File: config.mk
export PLATFORM = sky130hd
export DESIGN_NAME = poll_responder
export DESIGN_NICKNAME = d
export VERILOG_FILES = /design/src/rtl/poll_pkg.sv /design/src/rtl/poll_mask.sv /design/src/rtl/poll_side.sv /design/src/rtl/poll_sel.sv /design/src/rtl/poll_responder.sv
export SDC_FILE = /design/constraint.sdc
export NUM_CORES = 1
export LEC_CHECK = 0
export BUFFER_PORTS_ARGS = -buffer_cell sky130_fd_sc_hd__clkbuf_2
export CORE_MARGIN = 8
export CORE_UTILIZATION = 45
export DETAILED_ROUTE_END_ITERATION = 8
export GPL_TIMING_DRIVEN = 0
export PLACE_DENSITY = 0.78
export SYNTH_ARGS = -nofsm -noshare
export SYNTH_HDL_FRONTEND = slang
export SYNTH_SLANG_ARGS = --single-unit
File: constraint.sdc
create_clock -name clk_i -period 2.8 [get_ports clk_i]
set_input_delay 0.14 -clock clk_i [delete_from_list [all_inputs] [get_ports clk_i]]
set_output_delay 0.14 -clock clk_i [all_outputs]
set_load 0.01 [all_outputs]
File: src/rtl/poll_pkg.sv
package poll_pkg;
  localparam int ADDR_W    = 5;
  localparam int NUM_PORTS = 31;
endpackage

File: src/rtl/poll_mask.sv
module poll_mask #(
  parameter int NUM_PORTS = poll_pkg::NUM_PORTS
) (
  input  logic                 clk_i,
  input  logic                 rst_ni,
  input  logic                 we_i,
  input  logic [NUM_PORTS-1:0] mask_i,
  output logic [NUM_PORTS-1:0] mask_o
);
  always_ff @(posedge clk_i or negedge rst_ni) begin
    if (!rst_ni)   mask_o <= '1;
    else if (we_i) mask_o <= mask_i;
  end

  AST_MASK_HOLD: assert property (@(posedge clk_i) disable iff (!rst_ni)
    !we_i |=> $stable(mask_o));
endmodule

File: src/rtl/poll_side.sv
module poll_side #(
  parameter int ADDR_W    = poll_pkg::ADDR_W,
  parameter int NUM_PORTS = poll_pkg::NUM_PORTS
) (
  input  logic                 clk_i,
  input  logic                 rst_ni,
  input  logic [ADDR_W-1:0]    addr_i,
  input  logic [NUM_PORTS-1:0] avail_i,
  input  logic [NUM_PORTS-1:0] mask_i,
  output logic                 clav_o,
  output logic                 clav_oe_o,
  output logic [ADDR_W-1:0]    last_addr_o
);
  localparam int SPAN = 1 << ADDR_W;
  localparam logic [ADDR_W-1:0] NULL_ADDR = ADDR_W'(SPAN - 1);

  logic [SPAN-1:0] mask_ext, avail_ext;
  logic            hit_d;

  // ports beyond NUM_PORTS, including the null address, decode as unconnected
  assign mask_ext  = SPAN'(mask_i);
  assign avail_ext = SPAN'(avail_i);
  assign hit_d     = mask_ext[addr_i];

  always_ff @(posedge clk_i or negedge rst_ni) begin
    if (!rst_ni) begin
      last_addr_o <= NULL_ADDR;
      clav_oe_o   <= 1'b0;
      clav_o      <= 1'b0;
    end else begin
      last_addr_o <= addr_i;
      clav_oe_o   <= hit_d;
      clav_o      <= hit_d & avail_ext[addr_i];
    end
  end

  AST_NULL_SILENT: assert property (@(posedge clk_i) disable iff (!rst_ni)
    (addr_i == NULL_ADDR) |=> !clav_oe_o);
  AST_MASKED_SILENT: assert property (@(posedge clk_i) disable iff (!rst_ni)
    (int'(addr_i) < NUM_PORTS && !mask_ext[addr_i]) |=> (!clav_oe_o && !clav_o));
  AST_QUIET_LOW: assert property (@(posedge clk_i) disable iff (!rst_ni)
    !clav_oe_o |-> !clav_o);
endmodule

File: src/rtl/poll_sel.sv
module poll_sel #(
  parameter int ADDR_W = poll_pkg::ADDR_W
) (
  input  logic              clk_i,
  input  logic              rst_ni,
  input  logic              enb_ni,
  input  logic              hit_i,
  input  logic [ADDR_W-1:0] addr_i,
  output logic              sel_valid_o,
  output logic [ADDR_W-1:0] sel_port_o
);
  localparam logic [ADDR_W-1:0] NULL_ADDR = '1;

  logic enb_q, fall;
  assign fall = enb_q & ~enb_ni;

  always_ff @(posedge clk_i or negedge rst_ni) begin
    if (!rst_ni) begin
      enb_q       <= 1'b1;
      sel_valid_o <= 1'b0;
      sel_port_o  <= NULL_ADDR;
    end else begin
      enb_q <= enb_ni;
      if (fall) begin
        sel_valid_o <= hit_i;
        sel_port_o  <= hit_i ? addr_i : NULL_ADDR;
      end
    end
  end

  AST_SEL_HOLD: assert property (@(posedge clk_i) disable iff (!rst_ni)
    !fall |=> ($stable(sel_valid_o) && $stable(sel_port_o)));
  AST_SEL_MISS: assert property (@(posedge clk_i) disable iff (!rst_ni)
    (fall && !hit_i) |=> !sel_valid_o);
  AST_SEL_NULL: assert property (@(posedge clk_i) disable iff (!rst_ni)
    !sel_valid_o |-> (sel_port_o == NULL_ADDR));
endmodule

File: src/rtl/poll_responder.sv
module poll_responder #(
  parameter int ADDR_W    = poll_pkg::ADDR_W,
  parameter int NUM_PORTS = poll_pkg::NUM_PORTS
) (
  input  logic                 clk_i,
  input  logic                 rst_ni,
  input  logic                 mask_we_i,
  input  logic [NUM_PORTS-1:0] mask_i,
  input  logic [ADDR_W-1:0]    tx_addr_i,
  input  logic                 tx_enb_ni,
  input  logic [NUM_PORTS-1:0] tx_space_i,
  output logic                 tx_clav_o,
  output logic                 tx_clav_oe_o,
  output logic                 tx_sel_valid_o,
  output logic [ADDR_W-1:0]    tx_sel_port_o,
  input  logic [ADDR_W-1:0]    rx_addr_i,
  input  logic                 rx_enb_ni,
  input  logic [NUM_PORTS-1:0] rx_cell_i,
  output logic                 rx_clav_o,
  output logic                 rx_clav_oe_o,
  output logic                 rx_sel_valid_o,
  output logic [ADDR_W-1:0]    rx_sel_port_o
);
  logic [NUM_PORTS-1:0] mask_q;
  logic [ADDR_W-1:0]    tx_last, rx_last;

  poll_mask #(.NUM_PORTS(NUM_PORTS)) u_mask (
    .clk_i, .rst_ni, .we_i(mask_we_i), .mask_i, .mask_o(mask_q)
  );

  poll_side #(.ADDR_W(ADDR_W), .NUM_PORTS(NUM_PORTS)) u_tx_side (
    .clk_i, .rst_ni, .addr_i(tx_addr_i), .avail_i(tx_space_i), .mask_i(mask_q),
    .clav_o(tx_clav_o), .clav_oe_o(tx_clav_oe_o), .last_addr_o(tx_last)
  );

  poll_side #(.ADDR_W(ADDR_W), .NUM_PORTS(NUM_PORTS)) u_rx_side (
    .clk_i, .rst_ni, .addr_i(rx_addr_i), .avail_i(rx_cell_i), .mask_i(mask_q),
    .clav_o(rx_clav_o), .clav_oe_o(rx_clav_oe_o), .last_addr_o(rx_last)
  );

  poll_sel #(.ADDR_W(ADDR_W)) u_tx_sel (
    .clk_i, .rst_ni, .enb_ni(tx_enb_ni), .hit_i(tx_clav_oe_o), .addr_i(tx_last),
    .sel_valid_o(tx_sel_valid_o), .sel_port_o(tx_sel_port_o)
  );

  poll_sel #(.ADDR_W(ADDR_W)) u_rx_sel (
    .clk_i, .rst_ni, .enb_ni(rx_enb_ni), .hit_i(rx_clav_oe_o), .addr_i(rx_last),
    .sel_valid_o(rx_sel_valid_o), .sel_port_o(rx_sel_port_o)
  );

  AST_TX_SEL_SRC: assert property (@(posedge clk_i) disable iff (!rst_ni)
    $rose(tx_sel_valid_o) |-> $past(tx_clav_oe_o));
  AST_RX_SEL_SRC: assert property (@(posedge clk_i) disable iff (!rst_ni)
    $rose(rx_sel_valid_o) |-> $past(rx_clav_oe_o));
endmodule

# After elaboration in Yosys (flattened, before gate mapping)
# Index checks and enable logic that the tools add are counted.
# classes
magnitude_cmp	2
n_mux	10
bitwise_logic	6
# op_table
cell	count
$bmux W1 S5	4
$lt A5 B6 Y1 const B	2
$mux W5	2
$and A1 B1 Y1	4
$mux W1	4
$not A1 Y1	2
# word_totals
ff_bits	59
input_bits	108
word_cells	31

# Logic depth before layout (Yosys ltp)
# Gate-level depths: netlist (run 1).
# depth
word_depth	3
depth_mapped	7
ltp_nobuf	5

# Hierarchy
# A second synthesis (run 1) with hierarchy kept.
# unflattened
cells_unflattened	213
area_unflattened_um2	3314.4
# modules_own_cells
module	n_inst	cells_each	area_per_inst_um2
poll_side	2	54	729.4
poll_mask	1	65	1197.4
poll_sel	2	20	329.1

# Least setup slack after synthesis (run 1)
# OpenSTA, ideal clock, no wires.
# synth_timing
path_kind	register -> register
start	reg u_mask.mask_o[9]
end	reg u_tx_side.clav_o
setup_ps	96
arrival_time_ps	1462
t_required_ps	2704
slack_ps	1242
path_stages_with_launch	6
n_path_buf	0
cell_sequence	dfstp_2 > mux4_1 > mux2i_1 > mux2_2 > mux2_2 > a311oi_2
# synth_between
elab_chain_len	3
# synth_rtl
item	line_no	rtl
from (decl)	poll_mask.sv:8	output logic [NUM_PORTS-1:0] mask_o
from (signal assigned)	poll_mask.sv:12	else if (we_i) mask_o <= mask_i;
$bmux W1 S5	poll_side.sv:23	assign hit_d = mask_ext[addr_i];
$mux W1 (implied by the code)	poll_side.sv:23	
$and A1 B1 Y1	poll_side.sv:33	clav_o <= hit_d & avail_ext[addr_i];
to (signal assigned)	poll_side.sv:33	
to (decl)	poll_side.sv:10	output logic clav_o,
# Every way passes these cells. The select of a mux whose other input is x is not followed.
# A chain may end at the register's enable or synchronous reset.

# Final worst setup path (run 1)
# layout_timing
start	in rx_addr_i[2]
end	reg u_rx_side.clav_o
# layout_between
elab_chain_len	3
word_cells_on_any_way	5
cone_classes	mux: 4; bitwise: 1
# layout_rtl
item	line_no	rtl
from (decl)	poll_responder.sv:16	input logic [ADDR_W-1:0] rx_addr_i,
$bmux W1 S5, on equally long branches	poll_side.sv:23, poll_side.sv:33	
$mux W1, on equally long branches	poll_side.sv:23, poll_side.sv:33	
$and A1 B1 Y1 *	poll_side.sv:33	
to (signal assigned)	poll_side.sv:33	
to (decl)	poll_side.sv:10	
# Mark *: on every way between the ends. The rest lies on a longest branch, timed or not. The select of a mux whose other input is x is not followed.

==> results.ini, run 1 <==
[floorplan]
ios=124
die_y_um=102
fp.dieW_um=102
core_sq_um=7180
initial_core_util_pct=46.1
row_count=31
die-area_sq_um=10400

[detailed_routing]
first_pass_iters=6
drt_iter0_drc=61
via_per_inst=5.21
route.vias.total=2512
wl_um=8590
ant_nets=0
drc=0
wl_per_cell_um=17.8

[pwr]
p_per_area_nw_per_um2=550
irDropWorstVdd_v=0.000311
seqPwrFrac_pct=44.2
swShare_pct=25.8
cellInternalPower_mw=1.80
power.leakage_nw=1.95
fin_total_pwr_mw=2.42
comb_power_share_pct=20.4
switchingPower_mw=0.623
clockPowerShare_pct=35.3

[place]
gp_congestion=0.789
port_buffers=123
place_ws_ps=983
dp_hpwl_um=6640

[setup_path]
worstPathMaxFanout=8
cp-startpoint=rx_addr_i[2]
start_kind=input pin
cp.required_ps=2990
crit_type=input pin to flop
critPathCaptureType=flop
cp.arrival_ps=2210
r2r_start=u_mask.mask_o[1]

[cts]
cts_tree=done
post-cts-setup-buffer-count=0
cts_max_level=3
cts_buffers=9
cts_resized=0
clk_pin_slew_ps=70
clk_latency_ps=340
clock_path_buffers=2
cts_hold_buf=12
clock-sinks=59
clockRootBuffer=clkbuf_8

[synthesis]
ys_ff_latch=59
avgSynthCellArea_sq_um=14.3
yosysWarnings=0
postSynthCellCount=231
yosysUniqueCellTypes=30
syn-cell-area_sq_um=3310
synth-seq-area-share_pct=46.6
syn_nets=339

[timing]
period_needed_ps=2020
timing.hold.ws_ps=34.8
setup_violations=0
slew_headroom_pct=52.7
finalCritPeriodShare_pct=72.3
setup_tns_ps=0
rsz0062_at_grt=false
setup_ws_ps=777
max_freq_mhz=494
slew_viol_final=0
worst_pin_slew_ps=709
report.final.hold_viol_count=0
clock-skew-final_ps=10.6

[finish]
layout.cells.most_common=clkbuf_2
fillCellCount=585
syn_to_final_growth_pct=32.9
mostFrequentLayoutCells=clkbuf_2 (122), dfstp_2 (53), mux2_2 (37), mux4_2 (23), mux2i_1 (18)
antenna_cells=0
num-nets-final=486
drive_above_1_share_pct=68.9
final_util_pct=61.3

[run]
drv_cap=0

[global_routing]
antenna_found_initial=0
grt_pass1_wl_um=13300
grtUsageTotal_pct=16.9
grt_max_degree=60
gr-total-overflow=0
grt_pass1_vias=2752

[hold_path]
hp-class=input pin to flop
hold_start=mask_i[17]

[run_status]
status=finished clean

-- layer usage --
layer	vias up	GRT usage, %	share of wire, %
met1	1251	19.3	40
met4	0	6.07	1.5
li1	1179	-	-
met2	67	29.8	53
met5	-	0	0
met3	15	4.19	5.4
-- worst paths after layout --
| kind | cells past startpoint | to | slack (ps) |
|---|---|---|---|
| max in group asynchronous | 2 | u_tx_side.clav_oe_o | 1940 |
| setup / recovery | 7 | u_rx_side.clav_o | 780 |
| min in group asynchronous | 2 | u_rx_sel.sel_valid_o | 400 |
| hold / removal | 2 | u_mask.mask_o[17] | 30 |
| setup reg to reg | 5 | u_tx_side.clav_o | 1110 |
| hold reg to reg | 2 | u_tx_sel.sel_port_o[2] | 480 |
-- sequential cells by signal (all words and copies together), names as in the netlist --
signal / count
u_mask.mask_o: 31
u_rx_sel.enb_q: 1
u_rx_sel.sel_port_o: 5
u_rx_sel.sel_valid_o: 1
u_rx_side.clav_o: 1
u_rx_side.clav_oe_o: 1
u_rx_side.last_addr_o: 5
u_tx_sel.enb_q: 1
u_tx_sel.sel_port_o: 5
u_tx_sel.sel_valid_o: 1
u_tx_side.clav_o: 1
u_tx_side.clav_oe_o: 1
u_tx_side.last_addr_o: 5
-- through the flow --
stage | instance area, sq um | std cells
6_report | 4400 | 482
5_1_grt | 4400 | 482
2_1_floorplan | 3310 | 231
3_3_place_gp | 4050 | 453
4_1_cts | 4390 | 481
3_5_place_dp | 4050 | 453
-- synth_stat cells, drive strengths merged --
master	number	area share (%)
a211oi	1	0.38
a21oi	1	0.15
a311oi	2	0.72
a31oi	4	0.76
a32oi	1	0.26
and4	1	0.26
buf	15	3.2
clkbuf	4	0.45
dfrtp	6	4.5
dfstp	53	42
inv	2	0.23
mux2	37	13
mux2i	18	5.4
mux4	27	19
nand2	14	1.6
nand2b	9	1.7
nand3	2	0.30
nand3b	4	0.91
nor2	2	0.23
nor2b	10	1.9
o2111ai	1	0.26
o211ai	5	1.1
o21ai	10	1.5
o22a	1	0.26
o311ai	1	0.26
-- kinds of logic (layout without fill, tap and decap cells) --
| group | after synthesis | count (layout) | share of synthesized area, % |
|---|---|---|---|
| compound gates | 27 | 27 | 5.71 |
| mux | 82 | 82 | 36.9 |
| buf+inv | 21 | 173 | 3.90 |
| flops | 59 | 59 | 46.6 |
| simple gates | 42 | 42 | 6.88 |
-- power by group through the flow --
stage / Combinational [mW] / Sequential (mW) / Clock [mW]
finish: 0.494 / 1.07 / 0.854
floorplan: 0.279 / 1.08 / 0
global route: 0.540 / 1.08 / 0.912
CTS: 0.500 / 1.07 / 0.874
global placement: 0.472 / 1.07 / 0
detailed placement: 0.484 / 1.08 / 0
-- final cells by class --
cell class                 count  area [sq um]  area share (%)
inverter                       2          7.51           0.171
clock buffer                  10           128            2.90
tap                           99           124            2.82
buffer                        19           121            2.76
multi-input combinational    151          1640            37.2
clock inverter                 6          90.1            2.05
sequential                    59          1540            35.1
timing repair buffer         136           748            17.0
-- critical path: stages --
cell and delay [ps]:
dlygate4sd3_1 530, clkbuf_2 110, clkbuf_1 400, mux4_2 400, mux2_2 290, a211oi_2 250
a311oi_1 80
(Power assumes the default switching activity.)
==> inputs of run 2 (changes only) <==
- clock period: 2.8 -> 2 ns (I/O delays scaled with it)
==> run 2 against run 1 <==
  * Cell count grew 4.6%
  * Register-to-register slack lost 810 ps
  * Sequential power grew 40%
  * Die area is the same
  * Clock skew shrank 0.67 ps
  * Design area grew 5.1%
  * Total power grew 42%
  * Clock power grew 39%
  * Wire length grew 2.2%
  * First-iteration DRC count shrank 4.9%
  * Critical endpoint unchanged
==> results.ini, run 2 (synthesis results as in run 1) <==
[detailed_routing]
route.vias.total=2614
via_per_inst=5.19
first_pass_iters=4
ant_nets=0
drt_iter0_drc=58
drc=0
wl_per_cell_um=17.4
wl_um=8780

[setup_path]
cp.arrival_ps=2070
reg2reg_slack_ps=300
cp-startpoint=rx_addr_i[0]
cp.required_ps=2190
r2r_end=u_tx_side.clav_o
crit_path_end=u_rx_side.clav_o
critPathCaptureType=flop
crit_type=input pin to flop
start_kind=input pin
worstPathMaxFanout=8
r2r_start=u_mask.mask_o[1]
reg2reg_depth=5

[global_routing]
grt_use_met2_pct=31.0
grt_pass1_wl_um=13700
met3_usage_pct=3.99
grt_max_degree=60
top_usage_layer=met2
grtUsageTotal_pct=17.3
antenna_found_initial=0
grtUsageMet1_pct=19.7
gr-total-overflow=0
grt_pass1_vias=2840

[floorplan]
initial_core_util_pct=46.1
core_sq_um=7180
row_count=31
ios=124
die_y_um=102
die-area_sq_um=10400
fp.dieW_um=102

[pwr]
power.leakage_nw=2.05
fin_total_pwr_mw=3.42
irDropWorstVdd_v=0.000442
p_per_area_nw_per_um2=740

[finish]
regMostFlops=u_mask.mask_o
largest_register_ffs=31
num-nets-final=508
fillCellCount=553
syn_to_final_growth_pct=39.8
drive_above_1_share_pct=65.2
layout.cells.most_common=clkbuf_2
mostFrequentLayoutCells=clkbuf_2 (122), dfstp_2 (53), mux2_2 (37), dlygate4sd3_1 (36), mux4_2 (23)
antenna_cells=0
final_util_pct=64.4

[cts]
post-cts-setup-buffer-count=0
cts_resized=0
clock_path_buffers=2
clk_latency_ps=340
cts_tree=done
clk_pin_slew_ps=70
clock-sinks=59
cts_buffers=9
clockRootBuffer=clkbuf_8
cts_max_level=3

[hold_path]
hp-class=input pin to flop

[timing]
setup_tns_ps=0
max_freq_mhz=532
rsz0062_at_grt=false
setup_violations=0
finalCritPeriodShare_pct=94.0
slew_headroom_pct=52.6
slew_viol_final=0
worst_pin_slew_ps=712
period_needed_ps=1880
report.final.hold_viol_count=0
clock-skew-final_ps=9.90
timing.hold.ws_ps=12.6

[run]
drv_cap=0

[place]
port_buffers=123
dp_hpwl_um=6640
gp_congestion=0.789

[run_status]
status=finished clean

run 2: changes by cell type in the layout (fill, tap and decap cells not counted), sizes merged:
cell | before | now
dlygate4sd3 | 13 | 36
clkbuf | 136 | 135
run 2: how the worst min path moves through the flow:
stage                       from                        to  slack [ps]  depth (start not counted)
finish                 mask_i[5]          u_mask.mask_o[5]          10                          2
global route          mask_i[21]         u_mask.mask_o[21]           8                          2
CTS                   mask_i[21]         u_mask.mask_o[21]         0.2                          2
detailed placement  rx_addr_i[3]  u_rx_side.last_addr_o[3]         200                          1
floorplan                 rst_ni      u_rx_sel.sel_valid_o        -200                          0
global placement    tx_addr_i[2]  u_tx_side.last_addr_o[2]         200                          1
run 2: final cells by class:
class / count / area, sq um / share of cell area [%]
inverter: 2 / 7.51 / 0.162
timing repair buffer: 159 / 978 / 21.2
multi-input combinational: 151 / 1640 / 35.4
clock inverter: 6 / 90.1 / 1.95
tap: 99 / 124 / 2.68
buffer: 18 / 118 / 2.54
clock buffer: 10 / 128 / 2.76
sequential: 59 / 1540 / 33.4
run 2: critical path, stage by stage:
cell and delay (ps):
dlygate4sd3_1 520, clkbuf_2 120, buf_6 170, mux4_2 530
mux2_2 290, a211oi_2 260, a311oi_1 80
run 2: per-layer routing:
layer  wire length (um)  up-vias  share of wire, %
li1                   -     1222                 -
met1               3490     1307                40
met2               4730       70                54
met3                435       15               5.0
met4                134        0               1.5
met5                  0        -                 0
run 2: power breakdown:
part	total, mW	internal (mW)	switching [mW]	leakage, nW
Combinational	0.730	0.430	0.300	1.31
Clock	1.19	0.703	0.492	0.106
Sequential	1.50	1.41	0.0896	0.629
run 2: through the flow:
step           instances  setup slack [ps]  area (sq um)
3_3_place_gp         453               198          4050
2_1_floorplan        231               442          3310
6_report             504               120          4620
5_1_grt              504              32.2          4620
4_1_cts              504              23.4          4620
3_5_place_dp         453               223          4050
run 2: timing repair:
item,CTS,global route
endpoints found under the setup margin,0,2
hold buffers,35,1
endpoints found under the hold margin,35,6
